## src/rtl/mbx_pkg.sv

```systemverilog
package mbx_pkg;
    localparam int MBX_DW = 8;

    typedef struct packed {
        logic [MBX_DW-1:0] cmd;
        logic              pend;
        logic              nmi;
    } mbx_state_t;
endpackage

```

## src/rtl/mbx_addr_match.sv

```systemverilog
module mbx_addr_match #(
    parameter int                ADDR_W = 8,
    parameter logic [ADDR_W-1:0] MATCH  = '0
) (
    input  logic [ADDR_W-1:0] addr,
    output logic              sel
);
    always_comb begin
        sel = (addr == MATCH);
    end
endmodule

```

## src/rtl/mbx_state.sv

```systemverilog
module mbx_state
    import mbx_pkg::*;
(
    input  logic              clk,
    input  logic              rst_n,
    input  logic              nmi_en,
    input  logic              cmd_wr,
    input  logic [MBX_DW-1:0] cmd_data,
    input  logic              ack_wr,
    output logic [MBX_DW-1:0] cmd_q,
    output logic              pend_q,
    output logic              nmi_q
);
    mbx_state_t st_d, st_q;

    // Acknowledge first, then command, so a command on the same edge wins.
    always_comb begin
        st_d = st_q;
        if (ack_wr) begin
            st_d.pend = 1'b0;
            st_d.nmi  = 1'b0;
        end
        if (cmd_wr) begin
            st_d.cmd  = cmd_data;
            st_d.pend = 1'b1;
            if (nmi_en) begin
                st_d.nmi = 1'b1;
            end
        end
    end

    always_ff @(posedge clk) begin
        if (!rst_n) begin
            st_q <= '0;
        end else begin
            st_q <= st_d;
        end
    end

    assign cmd_q  = st_q.cmd;
    assign pend_q = st_q.pend;
    assign nmi_q  = st_q.nmi;
endmodule

```

## src/rtl/cmd_mailbox.sv

```systemverilog
module cmd_mailbox
    import mbx_pkg::*;
#(
    parameter int                ADDR_W        = 8,
    parameter logic [ADDR_W-1:0] MAIN_CMD_ADR  = 8'h20,
    parameter logic [ADDR_W-1:0] MAIN_STAT_ADR = 8'h25,
    parameter logic [ADDR_W-1:0] SND_CMD_ADR   = 8'h16,
    parameter logic [ADDR_W-1:0] SND_ACK_ADR   = 8'h17,
    parameter logic [ADDR_W-1:0] SND_FLAG_ADR  = 8'h15,
    parameter bit                SND_FLAG_EN   = 1'b1
) (
    input  logic              clk,
    input  logic              rst_n,
    input  logic              nmi_en,
    input  logic [ADDR_W-1:0] main_addr,
    input  logic              main_rd,
    input  logic              main_wr,
    input  logic [MBX_DW-1:0] main_wdata,
    output logic [MBX_DW-1:0] main_rdata,
    input  logic [ADDR_W-1:0] snd_addr,
    input  logic              snd_rd,
    input  logic              snd_wr,
    output logic [MBX_DW-1:0] snd_rdata,
    output logic              snd_nmi
);
    localparam int PAD_W = MBX_DW - 1;

    logic              m_cmd_sel, m_stat_sel, s_cmd_sel, s_ack_sel, s_flag_sel;
    logic [MBX_DW-1:0] cmd_q;
    logic              pend_q;
    logic              nmi_q;
    logic              cmd_wr, ack_wr;

    mbx_addr_match #(.ADDR_W(ADDR_W), .MATCH(MAIN_CMD_ADR)) u_m_cmd (
        .addr(main_addr), .sel(m_cmd_sel));
    mbx_addr_match #(.ADDR_W(ADDR_W), .MATCH(MAIN_STAT_ADR)) u_m_stat (
        .addr(main_addr), .sel(m_stat_sel));
    mbx_addr_match #(.ADDR_W(ADDR_W), .MATCH(SND_CMD_ADR)) u_s_cmd (
        .addr(snd_addr), .sel(s_cmd_sel));
    mbx_addr_match #(.ADDR_W(ADDR_W), .MATCH(SND_ACK_ADR)) u_s_ack (
        .addr(snd_addr), .sel(s_ack_sel));

    generate
        if (SND_FLAG_EN) begin : g_flag
            mbx_addr_match #(.ADDR_W(ADDR_W), .MATCH(SND_FLAG_ADR)) u_s_flag (
                .addr(snd_addr), .sel(s_flag_sel));
        end else begin : g_noflag
            assign s_flag_sel = 1'b0;
        end
    endgenerate

    assign cmd_wr = main_wr & m_cmd_sel;
    assign ack_wr = snd_wr & s_ack_sel;

    mbx_state u_state (
        .clk     (clk),
        .rst_n   (rst_n),
        .nmi_en  (nmi_en),
        .cmd_wr  (cmd_wr),
        .cmd_data(main_wdata),
        .ack_wr  (ack_wr),
        .cmd_q   (cmd_q),
        .pend_q  (pend_q),
        .nmi_q   (nmi_q)
    );

    always_comb begin
        main_rdata = '0;
        if (main_rd && m_stat_sel) begin
            main_rdata = {{PAD_W{1'b0}}, pend_q};
        end
    end

    always_comb begin
        snd_rdata = '0;
        if (snd_rd) begin
            if (s_cmd_sel) begin
                snd_rdata = cmd_q;
            end else if (s_flag_sel) begin
                snd_rdata = {{PAD_W{1'b0}}, pend_q};
            end
        end
    end

    assign snd_nmi = nmi_q;
endmodule

```

## config.mk

```make
export PLATFORM = sky130hd
export DESIGN_NAME = cmd_mailbox
export DESIGN_NICKNAME = d
export VERILOG_FILES = /design/src/rtl/mbx_pkg.sv /design/src/rtl/mbx_addr_match.sv /design/src/rtl/mbx_state.sv /design/src/rtl/cmd_mailbox.sv
export SDC_FILE = /design/constraint.sdc
export NUM_CORES = 1
export LEC_CHECK = 0
export ABC_CLOCK_PERIOD_IN_PS = 4700
export BUFFER_PORTS_ARGS = -buffer_cell sky130_fd_sc_hd__buf_4
export CAP_MARGIN = 20
export CORE_MARGIN = 4
export CORE_UTILIZATION = 41
export CTS_CLUSTER_DIAMETER = 150
export DETAILED_ROUTE_END_ITERATION = 16
export HOLD_SLACK_MARGIN = 0.02
export PLACE_DENSITY = 0.86
export SLEW_MARGIN = 20
export SYNTH_ARGS = -nofsm -noshare
export SYNTH_HDL_FRONTEND = slang
export SYNTH_SLANG_ARGS = --single-unit
```

## constraint.sdc

```tcl
create_clock -name clk -period 4.7 [get_ports clk]
set_clock_uncertainty 0.1 [all_clocks]
set_input_delay 0.705 -clock clk [delete_from_list [all_inputs] [get_ports clk]]
set_output_delay 0.705 -clock clk [all_outputs]
set_load 0.1 [all_outputs]
```

==> impl_metrics.py <==
metrics = {
    "outcome": {
        "status": "finished clean",
    },
    "clocking": {
        "clk_path_buf_depth": 2,
        "tritoncts": "yes",
        "ctsHoldBuffers": 0,
        "cts_buffers": 3,
        "cts_root_buf": "clkbuf_4",
        "postCtsSetupBuffers": 0,
        "htree_num_levels": 1,
        "post_cts_resized": 0,
        "clock_latency_ps": 260,
        "clkSinkCount": 10,
        "clk_pin_slew_ps": 70,
    },
    "worst_setup_path": {
        "cp.required_ps": 3890,
        "critPathKind": "in2out",
        "critPathLaunchType": "primary input",
        "cpPeakStageDelay_ps": 580,
        "r2r_start": "u_state.pend_q$_SDFFE_PN0P_",
        "path_max_fanout": 7,
        "r2r_cells": 3,
        "path_delay_family": "simple AND/OR/NAND/NOR gates",
        "crit_path_end_kind": "output pin",
        "cp_data_arrival_time_ps": 2350,
        "worst-path-buf-inv": 2,
        "regToRegSetupSlack_ps": 3850,
        "worst_path_most_repeated_cell": "buf_4",
        "slowest_stage": "or4b_1",
        "crit_chain": "buf_4 > or4b_1 > nor4_2 > and2_1 > buf_4",
        "r2r-end": "u_state.pend_q$_SDFFE_PN0P_",
    },
    "detailed_routing": {
        "drtAntennaViolNets": 0,
        "drc": 0,
        "vias_per_cell": 4.95,
        "wl_per_cell_um": 13.0,
        "totalWireLength_mm": 1.68,
        "via_count": 638,
        "first_pass_iters": 4,
        "drtIter0Drc": 7,
    },
    "die": {
        "top_level_ports": 48,
        "die_width_um": 47.4,
        "placementRows": 13,
        "core_mm2": 0.00138,
        "initial_core_util_pct": 46.0,
        "dieArea_mm2": 0.00224,
        "fp.dieH_um": 47.4,
    },
    "power_and_ir_drop": {
        "p_sw_share_pct": 30.6,
        "pwr-share-clk_pct": 36.0,
        "power.density_mw_per_mm2": 228,
        "design_power_total_mw": 0.218,
        "switching_power_mw": 0.0667,
        "p_int_mw": 0.151,
        "p_seq_share_pct": 39.0,
        "leakage_nw": 0.432,
        "pwr-share-comb_pct": 25.0,
        "ir_worst_vdd_uv": 132,
    },
    "worst_hold_path": {
        "hold_class": "reg2reg",
        "hold_end": "u_state.cmd_q[4]$_SDFFE_PN0P_",
        "hp-start": "u_state.cmd_q[4]$_SDFFE_PN0P_",
        "whs_path_depth": 2,
    },
    "place": {
        "place.gp.congestion": 0.763,
        "port_buffers": 40,
        "dpl_cell_area_um2": 918,
        "place_hpwl_mm": 1.32,
    },
    "sta": {
        "finalHoldViolCount": 0,
        "grt_setup_unrepaired": "false",
        "fmax_ghz": 0.317,
        "relSlewSlack_pct": 47.9,
        "finalCritPeriodShare_pct": 67.2,
        "worst_slew_pin_slew_ps": 776,
        "fin_tns_setup_ps": 0,
        "report.final.slew_viol_count": 0,
        "fin_crit_ps": 3160,
        "whs_ps": 359,
        "setup_viol": 0,
    },
    "finish": {
        "areaGrowthSynthToFinish_pct": 50.2,
        "drive_gt1_share_pct": 44.7,
        "fin_nets": 146,
        "final_util_pct": 69.0,
        "fin_area_um2": 955,
        "diodes": 0,
    },
    "yosys": {
        "synth_edf_count": 0,
        "ys_seq_elements": 10,
        "yosysWarningCount": 0,
        "yosys.area.top_type_share_pct": 31.5,
        "ys_async_sr_fraction_pct": 0,
        "syn_avg_cell_area_um2": 8.59,
        "syn_area_um2": 636,
        "synthCells": 74,
        "synth_area_leader_cell": "dfxtp_1",
        "synth_ff_type": "dfxtp_1",
        "yosysSeqAreaShare_pct": 31.5,
        "synth_area_leaders": "dfxtp_1 31%, mux2i_1 13%, nand2_1 11%, buf_4 8.3%, and2_1 6.9%",
        "ys_types": 25,
    },
    "grt": {
        "grt_pass1_wl_mm": 2.60,
        "grt_pass1_vias": 580,
        "grt_max_degree": 21,
        "track_usage_pct": 16.7,
        "antenna_found_initial": 0,
        "grt_overflow": 0,
    },
    "run": {
        "cap_violations": 0,
    },
}
[metrics by stage]
step	instances	setup slack [ps]
4_1_cts	129	1530
3_5_place_dp	125	1540
6_report	129	1540
3_3_place_gp	125	1590
5_1_grt	129	1420
2_1_floorplan	80	762
[cell type report]
type | instances | area [um^2]
flip-flops and latches | 10 | 200
clock buffers | 4 | 36.3
well taps | 15 | 18.8
repair buffers | 40 | 300
fillers | 109 | 428
inverters | 1 | 3.75
multi-input cells | 59 | 395
[per-layer routing]
layer | share of wire [%] | vias to the layer above | global-route usage (%)
met4 | 1.7 | 0 | 8.29
met2 | 50 | 29 | 27.0
met3 | 10 | 4 | 4.60
li1 | - | 322 | -
met5 | 0 | - | 0
met1 | 38 | 283 | 20.1
[flip-flops by register name (all words and copies together), names as in the netlist]
register,count
u_state.cmd_q,8
u_state.nmi_q,1
u_state.pend_q,1
[worst register-to-register path, stage by stage, from the launching register on]
cell     delay [ps]
dfxtp_1         370
nand2_1          70
a31oi_1         150
a21o_2          110
[layout by cell type (no fill, tap or decap), drive strengths merged, types with 3 or more instances in the layout]
master,n
buf,40
nand2,18
dfxtp,10
mux2i,8
and2,7
conb,7
clkbuf,4
nor4,3
[how the worst max path moves through the flow]
stage / from / to / slack (ps) / cells after the start
global placement: snd_addr[5] / snd_rdata[6] / 1590 / 5
global route: snd_addr[5] / snd_rdata[2] / 1420 / 5
detailed placement: snd_addr[5] / snd_rdata[7] / 1540 / 5
finish: snd_addr[5] / snd_rdata[7] / 1540 / 5
floorplan: snd_addr[5] / snd_rdata[0] / 760 / 2
CTS: snd_addr[5] / snd_rdata[7] / 1530 / 5
[cells in the mapped netlist (all sizes together) (2+ instances only)]
master / count
dfxtp: 10
or4b: 2
a31oi: 2
nand2b: 2
nand3b: 2
mux2i: 8
and2: 7
clkbuf: 2
nor4: 3
buf: 8
nand2: 18
[kinds of logic (layout without fill, tap and decap cells)]
| kind of cell | Yosys count | in the layout | share of synthesized area [%] |
|---|---|---|---|
| flip-flops | 10 | 10 | 31.5 |
| AND/OR/NAND/NOR | 39 | 39 | 37.4 |
| multiplexers | 8 | 8 | 12.6 |
| buffers and inverters | 11 | 45 | 11.8 |
| other | 1 | 7 | 0.590 |
| AO/OA/AOI/OAI | 5 | 5 | 6.10 |
[power groups by stage]
stage          Combinational, mW  Sequential, mW  Clock (mW)
2_1_floorplan             0.0370          0.0869           0
3_3_place_gp              0.0531          0.0868           0
3_5_place_dp              0.0541          0.0868           0
4_1_cts                   0.0543          0.0848      0.0800
5_1_grt                   0.0573          0.0848      0.0832
6_report                  0.0544          0.0848      0.0784
Power figures use the tool's default switching activity.
